--- config.mk ---
export PLATFORM = sky130hd
export DESIGN_NAME = pp_encoder
export DESIGN_NICKNAME = d
export VERILOG_FILES = /design/src/rtl/pp_pkg.sv /design/src/rtl/pp_tick_timer.sv /design/src/rtl/pp_bit_shifter.sv /design/src/rtl/pp_seq.sv /design/src/rtl/pp_encoder.sv
export SDC_FILE = /design/constraint.sdc
export NUM_CORES = 1
export LEC_CHECK = 0
export BUFFER_PORTS_ARGS = -buffer_cell sky130_fd_sc_hd__buf_2
export CAP_MARGIN = 20
export CORE_MARGIN = 3
export CORE_UTILIZATION = 40
export DETAILED_ROUTE_END_ITERATION = 8
export HOLD_SLACK_MARGIN = 0.12
export RECOVER_POWER = 100
export SLEW_MARGIN = 10
export SYNTH_ARGS = -nofsm -noshare
export SYNTH_HDL_FRONTEND = slang
export SYNTH_SLANG_ARGS = --single-unit
--- constraint.sdc ---
create_clock -name clk -period 2.56 [get_ports clk]
set_input_delay 0.128 -clock clk [delete_from_list [all_inputs] [get_ports clk]]
set_output_delay 0.128 -clock clk [all_outputs]
set_load 0.01 [all_outputs]
--- src/rtl/pp_pkg.sv ---
package pp_pkg;
  typedef enum logic [1:0] {
    ST_IDLE  = 2'd0,
    ST_PAUSE = 2'd1,
    ST_MARK  = 2'd2,
    ST_TAIL  = 2'd3
  } pp_state_t;
endpackage

--- src/rtl/pp_tick_timer.sv ---
module pp_tick_timer #(
  parameter int CNT_W = 16
) (
  input  logic             clk,
  input  logic             rst_n,
  input  logic             tick,
  input  logic             clr,
  output logic [CNT_W-1:0] cnt
);
  localparam logic [CNT_W-1:0] CNT_MAX = {CNT_W{1'b1}};

  logic [CNT_W-1:0] cnt_d;

  always_comb begin
    cnt_d = cnt;
    if (clr)
      cnt_d = '0;
    else if (tick && (cnt != CNT_MAX))
      cnt_d = cnt + 1'b1;
  end

  always_ff @(posedge clk or negedge rst_n) begin
    if (!rst_n) cnt <= '0;
    else        cnt <= cnt_d;
  end


  no_tick_hold_chk: assert property (@(posedge clk) disable iff (!rst_n)
    (!tick && !clr) |=> $stable(cnt));


  sat_hold_chk: assert property (@(posedge clk) disable iff (!rst_n)
    ((cnt == CNT_MAX) && !clr) |=> (cnt == CNT_MAX));
endmodule

--- src/rtl/pp_bit_shifter.sv ---
module pp_bit_shifter #(
  parameter int DATA_W = 32,
  parameter int NB_W   = $clog2(DATA_W + 1)
) (
  input  logic              clk,
  input  logic              rst_n,
  input  logic              load,
  input  logic              shift,
  input  logic [DATA_W-1:0] data_in,
  input  logic [NB_W-1:0]   nbits_in,
  output logic              cur_bit,
  output logic              last_bit
);
  localparam logic [NB_W-1:0] NB_MAX = NB_W'(DATA_W);
  localparam logic [NB_W-1:0] NB_ONE = NB_W'(1);

  logic [DATA_W-1:0] sreg_q, sreg_d;
  logic [NB_W-1:0]   left_q, left_d;
  logic [NB_W-1:0]   n_clamped;

  always_comb begin
    if (nbits_in == '0)
      n_clamped = NB_ONE;
    else if (nbits_in > NB_MAX)
      n_clamped = NB_MAX;
    else
      n_clamped = nbits_in;
  end

  always_comb begin
    sreg_d = sreg_q;
    left_d = left_q;
    if (load) begin
      sreg_d = data_in;
      left_d = n_clamped;
    end else if (shift) begin
      sreg_d = {1'b0, sreg_q[DATA_W-1:1]};
      if (left_q != '0) left_d = left_q - 1'b1;
    end
  end

  always_ff @(posedge clk or negedge rst_n) begin
    if (!rst_n) begin
      sreg_q <= '0;
      left_q <= '0;
    end else begin
      sreg_q <= sreg_d;
      left_q <= left_d;
    end
  end

  assign cur_bit  = sreg_q[0];
  assign last_bit = (left_q == NB_ONE);


  count_range_chk: assert property (@(posedge clk) disable iff (!rst_n)
    load |=> ((left_q != '0) && (left_q <= NB_MAX)));
endmodule

--- src/rtl/pp_seq.sv ---
module pp_seq
  import pp_pkg::*;
#(
  parameter int CNT_W       = 16,
  parameter int PAUSE_TICKS = 30,
  parameter int ONE_TICKS   = 150,
  parameter int ZERO_TICKS  = 90
) (
  input  logic             clk,
  input  logic             rst_n,
  input  logic             tick,
  input  logic             start,
  input  logic [CNT_W-1:0] cnt,
  input  logic             cur_bit,
  input  logic             last_bit,
  input  logic             ks_bit,
  output logic             load,
  output logic             shift,
  output logic             clr,
  output logic             carrier_en,
  output logic             busy,
  output logic             done,
  output logic             ks_step
);
  localparam logic [CNT_W-1:0] PAUSE_LAST = CNT_W'(PAUSE_TICKS - 1);
  localparam logic [CNT_W-1:0] ONE_LAST   = CNT_W'(ONE_TICKS - PAUSE_TICKS - 1);
  localparam logic [CNT_W-1:0] ZERO_LAST  = CNT_W'(ZERO_TICKS - PAUSE_TICKS - 1);

  pp_state_t        state_q, state_d;
  logic             ks_q, ks_d;
  logic             done_q, done_d;
  logic             step_q, step_d;
  logic             sym;
  logic [CNT_W-1:0] phase_last;
  logic             phase_end;

  assign sym = cur_bit ^ ks_q;

  always_comb begin
    case (state_q)
      ST_MARK: phase_last = sym ? ONE_LAST : ZERO_LAST;
      default: phase_last = PAUSE_LAST;
    endcase
  end

  assign phase_end = tick && (cnt == phase_last);

  always_comb begin
    state_d = state_q;
    ks_d    = ks_q;
    load    = 1'b0;
    shift   = 1'b0;
    clr     = 1'b0;
    case (state_q)
      ST_IDLE: begin
        if (start) begin
          load    = 1'b1;
          clr     = 1'b1;
          ks_d    = ks_bit;
          state_d = ST_PAUSE;
        end
      end
      ST_PAUSE: begin
        if (phase_end) begin
          clr     = 1'b1;
          state_d = ST_MARK;
        end
      end
      ST_MARK: begin
        if (phase_end) begin
          clr   = 1'b1;
          shift = 1'b1;
          if (last_bit) begin
            state_d = ST_TAIL;
          end else begin
            ks_d    = ks_bit;
            state_d = ST_PAUSE;
          end
        end
      end
      ST_TAIL: begin
        if (phase_end) begin
          clr     = 1'b1;
          state_d = ST_IDLE;
        end
      end
      default: state_d = ST_IDLE;
    endcase
  end

  assign step_d = (state_q == ST_PAUSE) && phase_end;
  assign done_d = (state_q == ST_TAIL) && phase_end;

  always_ff @(posedge clk or negedge rst_n) begin
    if (!rst_n) begin
      state_q <= ST_IDLE;
      ks_q    <= 1'b0;
      done_q  <= 1'b0;
      step_q  <= 1'b0;
    end else begin
      state_q <= state_d;
      ks_q    <= ks_d;
      done_q  <= done_d;
      step_q  <= step_d;
    end
  end

  assign carrier_en = (state_q == ST_IDLE) || (state_q == ST_MARK);
  assign busy       = (state_q != ST_IDLE);
  assign done       = done_q;
  assign ks_step    = step_q;


  done_single_chk: assert property (@(posedge clk) disable iff (!rst_n)
    done |=> !done);


  done_idle_chk: assert property (@(posedge clk) disable iff (!rst_n)
    done |-> (carrier_en && !busy));


  step_single_chk: assert property (@(posedge clk) disable iff (!rst_n)
    ks_step |=> !ks_step);


  step_in_mark_chk: assert property (@(posedge clk) disable iff (!rst_n)
    ks_step |-> (carrier_en && busy));
endmodule

--- src/rtl/pp_encoder.sv ---
module pp_encoder #(
  parameter int DATA_W      = 32,
  parameter int CNT_W       = 16,
  parameter int PAUSE_TICKS = 30,
  parameter int ONE_TICKS   = 150,
  parameter int ZERO_TICKS  = 90,
  localparam int NB_W       = $clog2(DATA_W + 1)
) (
  input  logic              clk,
  input  logic              rst_n,
  input  logic              tick_en,
  input  logic              start,
  input  logic [DATA_W-1:0] data_in,
  input  logic [NB_W-1:0]   nbits_in,
  input  logic              ks_bit,
  output logic              ks_step,
  output logic              carrier_en,
  output logic              busy,
  output logic              done,
  output logic [CNT_W-1:0]  reply_ticks
);
  logic [CNT_W-1:0] cnt;
  logic             load, shift, clr;
  logic             cur_bit, last_bit;

  pp_tick_timer #(.CNT_W(CNT_W)) u_timer (
    .clk   (clk),
    .rst_n (rst_n),
    .tick  (tick_en),
    .clr   (clr),
    .cnt   (cnt)
  );

  pp_bit_shifter #(.DATA_W(DATA_W), .NB_W(NB_W)) u_shift (
    .clk      (clk),
    .rst_n    (rst_n),
    .load     (load),
    .shift    (shift),
    .data_in  (data_in),
    .nbits_in (nbits_in),
    .cur_bit  (cur_bit),
    .last_bit (last_bit)
  );

  pp_seq #(
    .CNT_W       (CNT_W),
    .PAUSE_TICKS (PAUSE_TICKS),
    .ONE_TICKS   (ONE_TICKS),
    .ZERO_TICKS  (ZERO_TICKS)
  ) u_seq (
    .clk        (clk),
    .rst_n      (rst_n),
    .tick       (tick_en),
    .start      (start),
    .cnt        (cnt),
    .cur_bit    (cur_bit),
    .last_bit   (last_bit),
    .ks_bit     (ks_bit),
    .load       (load),
    .shift      (shift),
    .clr        (clr),
    .carrier_en (carrier_en),
    .busy       (busy),
    .done       (done),
    .ks_step    (ks_step)
  );

  assign reply_ticks = busy ? '0 : cnt;


  reply_busy_chk: assert property (@(posedge clk) disable iff (!rst_n)
    busy |-> (reply_ticks == '0));
endmodule

==> results of run 1 <==
[sequential cells by signal (all words and copies together) (netlist names)]
signal          flops
u_seq.ks_q          1
u_seq.done          1
u_timer.cnt        16
u_shift.left_q      6
u_seq.ks_step       1
u_seq.state_q       2
u_shift.sreg_q     32
[layer usage]
metal,track usage (%),share of wire (%),vias to the layer above
li1,-,-,1419
met1,26.0,49,1315
met2,27.9,44,77
met3,4.42,5.4,10
met4,6.85,1.5,0
met5,0,0,-
[synth_stat cells, types with 5 or more instances]
library cell	instances	share of area [%]
xor2_1	7	1.9
nor3_1	11	1.7
mux2i_1	32	10
a21oi_1	6	0.95
o21ai_0	27	4.3
nand3_1	11	1.7
nand4_1	5	0.98
dfrtp_1	59	46
nor2_1	20	2.4
clkbuf_1	13	1.5
nand2_1	43	5.1
inv_1	7	0.83
o21ai_1	12	1.9
and2_1	18	3.5
xnor2_1	7	1.9
[where the power goes]
| part | leakage [uW] | switching, uW | total [uW] | internal (uW) |
|---|---|---|---|---|
| clock network | 0.000104 | 356 | 887 | 531 |
| logic | 0.00116 | 502 | 936 | 434 |
| registers | 0.000754 | 260 | 1520 | 1260 |
[layout make-up]
type	count	area share, %
clock buffer	15	4.19
clock inverter	1	0.712
inverter	7	0.623
multi-input combinational	254	38.5
sequential	59	35.0
tap	99	2.94
timing repair buffer	113	18.0
[worst max-delay path, delay by kind of cell, from the launching register on]
family / cells / cell delay [ps]
compound gates: 2 / 490
flops: 1 / 440
simple gates: 3 / 1320
[worst paths after layout]
check / endpoint / depth (start not counted)
worst min-delay path: u_shift.left_q[4]$_DFFE_PN0P_ / 3
worst max-delay path: u_shift.left_q[4]$_DFFE_PN0P_ / 5
worst max register to register: u_shift.left_q[4]$_DFFE_PN0P_ / 5
max in group asynchronous: u_timer.cnt[10]$_DFFE_PN0P_ / 3
min in group asynchronous: u_shift.sreg_q[21]$_DFFE_PN0P_ / 2
worst min register to register: u_shift.sreg_q[31]$_DFFE_PN0P_ / 2
[logic make-up after synthesis]
| kind of cell | after synthesis |
|---|---|
| fa+ha+maj | 3 |
| xor+xnor | 14 |
| mux | 33 |
| buf+inv | 23 |
| simple gates | 142 |
| compound gates | 62 |
| flops | 59 |
[through the flow]
| step | hold slack [ps] | power [uW] | worst slack, ps | util, % |
|---|---|---|---|---|
| 2_1_floorplan | -168 | 2130 | 300 | - |
| 3_3_place_gp | 80.6 | 2420 | 154 | 48.9 |
| 3_5_place_dp | 84.0 | 2460 | 105 | 48.9 |
| 4_1_cts | 137 | 3400 | 111 | 56.7 |
| 5_1_grt | 164 | 3640 | 63.6 | 56.3 |
| 6_report | 149 | 3350 | 184 | 56.3 |
[what timing repair did]
| action | 4_1_cts | 5_1_grt |
|---|---|---|
| endpoints found under the setup margin | 0 | 4 |
| resized for setup | 0 | 1 |
| hold buffers | 38 | 0 |
| endpoints found under the hold margin | 52 | 0 |
==> implementation parameters, run 1 <==
Parameter                              Value

CTS
  CTS root buf ... clkbuf_8
  Post-CTS setup buffer count ... 0
  CTS Buffer Depth ... 2
  Skew-Pair Late Insertion Delay ... 340 ps
  Number of CTS-inserted buffers ... 9
  Total number of clock tree sinks ... 59
  Clock-pin slew reported for the worst setup and hold paths after clock tree synthesis ... 70 ps
  Clock H-tree levels ... 3
  CTS tree ... built

Flow run
  Max-cap violation count ... 0

Detailed routing
  Detailed Route WL ... 7630 um
  Wire length per cell after detailed routing ... 13.9 um
  Detailed-routing iteration count for the pre-antenna-repair pass ... 4
  Number of DRC violations after detailed routing ... 0
  Via count ... 2,821
  Initial detailed-routing violation count ... 110
  Number of nets with antenna violations after routing ... 0
  DR vias/cell ... 5.15

Global routing
  Global-route wire length before repair ... 13,000 um
  Number of global-route vias before repair ... 2,731
  Remaining global-route overflow ... 0
  Pin count of the biggest net entering global routing ... 42
  Initial antenna violation count ... 0
  Total GRT Usage ... 18.6%

Critical path
  Required time reported for the critical path endpoint ... 2780 ps
  Critical Path Source Type ... flop
  Signal arrival time at the worst endpoint ... 2600 ps
  Critical Path End Type ... flop
  Critical Path, Cell by Cell ... or4_4 -> nor3_1 -> o221ai_2 -> or4_1 -> a311o_1
  CP max stage cell ... or4_4
  CP Class ... reg -> reg
  Critical Path Fanout Max ... 6
  R2r setup slk ... 180 ps
  Reg-to-reg startpoint ... u_timer.cnt[11]$_DFFE_PN0P_
  Maximum single-stage delay on the critical path ... 560 ps
  Launch point of the critical path ... u_timer.cnt[11]$_DFFE_PN0P_

Timing
  Count of final max-slew check failures ... 0
  Hold Vio Cnt, Final ... 0
  Highest Clock Rate ... 421 MHz
  Slew margin rel. ... 33.9%
  Unrepaired setup endpoints after global routing ... no
  Transition time at the pin with the least slew margin ... 991 ps
  Worst-case clock skew ... 8.16 ps
  Post-route clock period utilization ... 92.8%
  Final Critical Period ... 2380 ps
  Number of endpoints failing setup at the final stage ... 0
  Total negative slack ... 0 ps

Placement
  Number of cells after detailed placement ... 494
  Post-detail-place hpwl ... 5060 um
  Placed inst area ... 3660 um2
  PortBufs ... 62
  Final RePlAce weighted congestion ... 0.819

Floorplan
  Row Count ... 31
  Initial standard-cell utilization of the core ... 42.4%
  IO Pins ... 63
  Area of the core ... 7490 um2
  Area of the die ... 9050 um2
  Die extent in x ... 95.1 um
  Die height ... 95.1 um

Layout
  Commonest non-fill, non-tap cells in the layout ... dfrtp_1, buf_2, nand2_1, o21ai_0, dlygate4sd3_1
  Antenna diodes ... 0
  Footprint of the multi-input gates ... 1620 um2
  Leading cell type in the layout, fill and taps excluded ... dfrtp_1
  Net count reported at finish ... 490
  Layout cells sized above 1 ... 17.4%
  Combined flip-flop and latch cell area ... 1480 um2
  Fillers ... 687
  Finished Cell Area ... 4220 um2
  Filler-free cell count of the finished design ... 548
  Synthesis-to-finish area growth ... 32.7%

Outcome
  Outcome ... complete, no violations

Synth
  Share of synthesized area spent on multiplexers ... 10.4%
  Commonest register cell after synthesis ... dfrtp_1
  Share of synthesized cell area in and, or, nand and nor gates ... 23.6%
  Share of synthesized area occupied by flip-flops and latches ... 46.5%
  Synth Instances ... 336
  Number of enable flip-flop cells after synthesis ... 0
  Nets in the synthesized netlist ... 382
  Cell variety after synth ... 44
  Post-synthesis adder-cell area fraction ... 1.18%
  Compound-Gate Fraction of Synth Area ... 11.6%
  Flip-flop and latch count after synthesis ... 59
  Number of warnings printed during yosys synthesis ... 0
  Share of synthesized flip-flops with an asynchronous set or reset ... 100%
  Per-instance average area after synthesis ... 9.45 um2
  XOR/XNOR Fraction of Synth Area ... 3.86%
  Largest family of logic cells by synthesized area ... simple AND/OR/NAND/NOR gates
  Total standard cell area after synthesis ... 3180 um2

Power
  P per Cell Area ... 794 nW/um2
  Maximum ir drop on the vdd rail ... 385 uV
  Total leakage power ... 0.00202 uW

Min path
  Path category of the worst min-delay check ... in -> reg
  Start point of the worst min-delay path ... nbits_in[4]
No activity file was read; power rests on OpenSTA's default activity.
==> run 2, diff against run 1 <==
==> constraint.sdc (replaced) <==
create_clock -name clk -period 2.56 [get_ports clk]
set_input_delay 0.256 -clock clk [delete_from_list [all_inputs] [get_ports clk]]
set_output_delay 0.256 -clock clk [all_outputs]
set_load 0.01 [all_outputs]
==> run 2 against run 1 <==
Against the previous run:
- the run now ends with max-capacitance violations, max-slew violations left
- design area is 6.1% lower
- clock skew is 0.76 ps lower
- sequential share of layout area is 2.3 points higher
- core utilization is 3.4 points lower
- power is 3.1% lower
- via count is 4.4% lower
- clock-buffer cell count is 4 lower
- sequential power hardly changed
- critical endpoint is now u_shift.left_q[5]$_DFFE_PN0P_
==> implementation parameters, run 2 (same netlist as run 1, synthesis figures left out) <==
Parameter                              Value

Power
  Total leakage power ... 0.00191 uW
  Combinational Power Share ... 27.2%
  Clk network pwr share ... 25.8%
  Switching Power ... 1110 uW
  Switching share of total power ... 34.1%
  Internal cell power ... 2140 uW
  Sequential group share of total power ... 47.0%
  Maximum ir drop on the vdd rail ... 385 uV
  P per Cell Area ... 820 nW/um2

Floorplan
  Area of the core ... 7490 um2
  Die height ... 95.1 um
  IO Pins ... 63
  Row Count ... 31
  Initial standard-cell utilization of the core ... 42.4%
  Die extent in x ... 95.1 um
  Area of the die ... 9050 um2

Global routing
  Number of global-route vias before repair ... 2,585
  Remaining global-route overflow ... 0
  Global-route wire length before repair ... 12,200 um
  Total GRT Usage ... 17.2%
  Pin count of the biggest net entering global routing ... 42
  Initial antenna violation count ... 0

Timing
  Hold Vio Cnt, Final ... 0
  Highest Clock Rate ... 426 MHz
  Unrepaired setup endpoints after global routing ... no
  Final Critical Period ... 2350 ps
  Count of final max-slew check failures ... 32
  Post-route clock period utilization ... 91.7%
  Total negative slack ... 0 ps
  Slew margin rel. ... -12.3%
  Transition time at the pin with the least slew margin ... 1680 ps
  Number of endpoints failing setup at the final stage ... 0
  Worst-case clock skew ... 7.40 ps

CTS
  CTS root buf ... clkbuf_8
  Clock-pin slew reported for the worst setup and hold paths after clock tree synthesis ... 70 ps
  CTS Buffer Depth ... 2
  Skew-Pair Late Insertion Delay ... 330 ps
  Total number of clock tree sinks ... 59
  Post-CTS setup buffer count ... 0
  CTS tree ... built
  Clock H-tree levels ... 3
  Number of CTS-inserted buffers ... 9

Outcome
  Outcome ... complete, but fails checks
  Violated checks ... max-capacitance violations, max-slew violations

Min path
  Path category of the worst min-delay check ... in -> reg

Placement
  Final RePlAce weighted congestion ... 0.820
  Post-detail-place hpwl ... 4970 um
  PortBufs ... 62

Critical path
  Required time reported for the critical path endpoint ... 2800 ps
  Critical Path, Cell by Cell ... or4_4 -> nor3_2 -> o221ai_1 -> buf_4 -> or4_1 -> a31oi_1
  Critical Path Fanout Max ... 16
  Maximum single-stage delay on the critical path ... 570 ps
  Signal arrival time at the worst endpoint ... 2590 ps
  Dominant delay contributor by cell family on the critical path ... simple AND/OR/NAND/NOR gates
  CP Buf/Inv Count ... 1
  CP max stage cell ... or4_4
  Critical Path End Type ... flop
  CP Class ... reg -> reg
  Critical Path Source Type ... flop

Layout
  Antenna diodes ... 0
  Commonest non-fill, non-tap cells in the layout ... dfrtp_1, nand2_1, buf_2, o21ai_0, mux2i_1
  Net count reported at finish ... 466
  Synthesis-to-finish area growth ... 24.6%
  Utilization after layout ... 52.9%
  Biggest regs ... u_shift.sreg_q x32, u_timer.cnt x16, u_shift.left_q x6
  Max reg flops ... 32
  Register with the most flip-flops ... u_shift.sreg_q
  Layout cells sized above 1 ... 18.8%
  Leading cell type in the layout, fill and taps excluded ... dfrtp_1

Detailed routing
  Initial detailed-routing violation count ... 105
  Detailed-routing iteration count for the pre-antenna-repair pass ... 4
  Number of nets with antenna violations after routing ... 0
  Detailed Route WL ... 7280 um
  DR vias/cell ... 5.15
  Via count ... 2,698
  Number of DRC violations after detailed routing ... 0
  Wire length per cell after detailed routing ... 13.9 um

Flow run
  Max-cap violation count ... 1
==> run 2: stage by stage <==
| step | instances | setup WS, ps | power (uW) | hold WS [ps] | area, um2 |
|---|---|---|---|---|---|
| 2_1_floorplan | 336 | 300 | 2130 | -39.6 | 3180 |
| 5_1_grt | 524 | 65.9 | 3520 | 138 | 3960 |
| 3_3_place_gp | 495 | 150 | 2400 | 358 | 3660 |
| 3_5_place_dp | 495 | 130 | 2440 | 354 | 3660 |
| 6_report | 524 | 212 | 3240 | 130 | 3960 |
| 4_1_cts | 524 | 107 | 3310 | 120 | 3990 |
==> run 2: power groups by stage <==
| stage | clock (uW) | combinational (uW) | sequential (uW) |
|---|---|---|---|
| global placement | 0 | 870 | 1530 |
| floorplan | 0 | 690 | 1440 |
| global route | 908 | 1030 | 1580 |
| CTS | 864 | 916 | 1530 |
| detailed placement | 0 | 896 | 1540 |
| finish | 837 | 883 | 1520 |
==> run 2: worst register-to-register path: stages, from the launching register on <==
cell and delay, ps:
dfrtp_1 450, or4_4 570, nor3_2 170, o221ai_1 160, buf_4 230, or4_1 500, a31oi_1 180
==> run 2: final cells by class <==
cell class | count | area (um2)
Tap cell | 99 | 124
Timing Repair Buffer | 89 | 514
Clock buffer | 11 | 141
Fill cell | 712 | 3530
Sequential cell | 59 | 1480
Inverter | 7 | 26.3
Clock inverter | 5 | 52.6
Multi-Input combinational cell | 254 | 1620
==> run 2: timing repair <==
action | in CTS | in global routing
resized for setup | 0 | 1
hold buffers | 13 | 0
endpoints found under the hold margin | 41 | 0
setup endpoints to repair | 0 | 15
==> run 2: final timing paths <==
kind,slack (ps),start,cells past startpoint,endpoint
worst max-delay path,210,u_timer.cnt[11]$_DFFE_PN0P_,6,u_shift.left_q[5]$_DFFE_PN0P_
worst min-delay path,130,data_in[17],3,u_shift.sreg_q[17]$_DFFE_PN0P_
worst max register to register,210,u_timer.cnt[11]$_DFFE_PN0P_,6,u_shift.left_q[5]$_DFFE_PN0P_
worst min register to register,510,u_shift.sreg_q[31]$_DFFE_PN0P_,2,u_shift.sreg_q[31]$_DFFE_PN0P_
max in group asynchronous,470,rst_n,3,u_shift.sreg_q[25]$_DFFE_PN0P_
min in group asynchronous,900,rst_n,2,u_shift.left_q[4]$_DFFE_PN0P_
==> run 2: metal layers <==
layer | vias to the layer above | share of wire, % | global-route usage (%)
li1 | 1361 | - | -
met3 | 8 | 5.9 | 3.16
met2 | 77 | 44 | 26.2
met4 | 0 | 1.2 | 7.33
met1 | 1252 | 49 | 24.0
met5 | - | 0 | 0
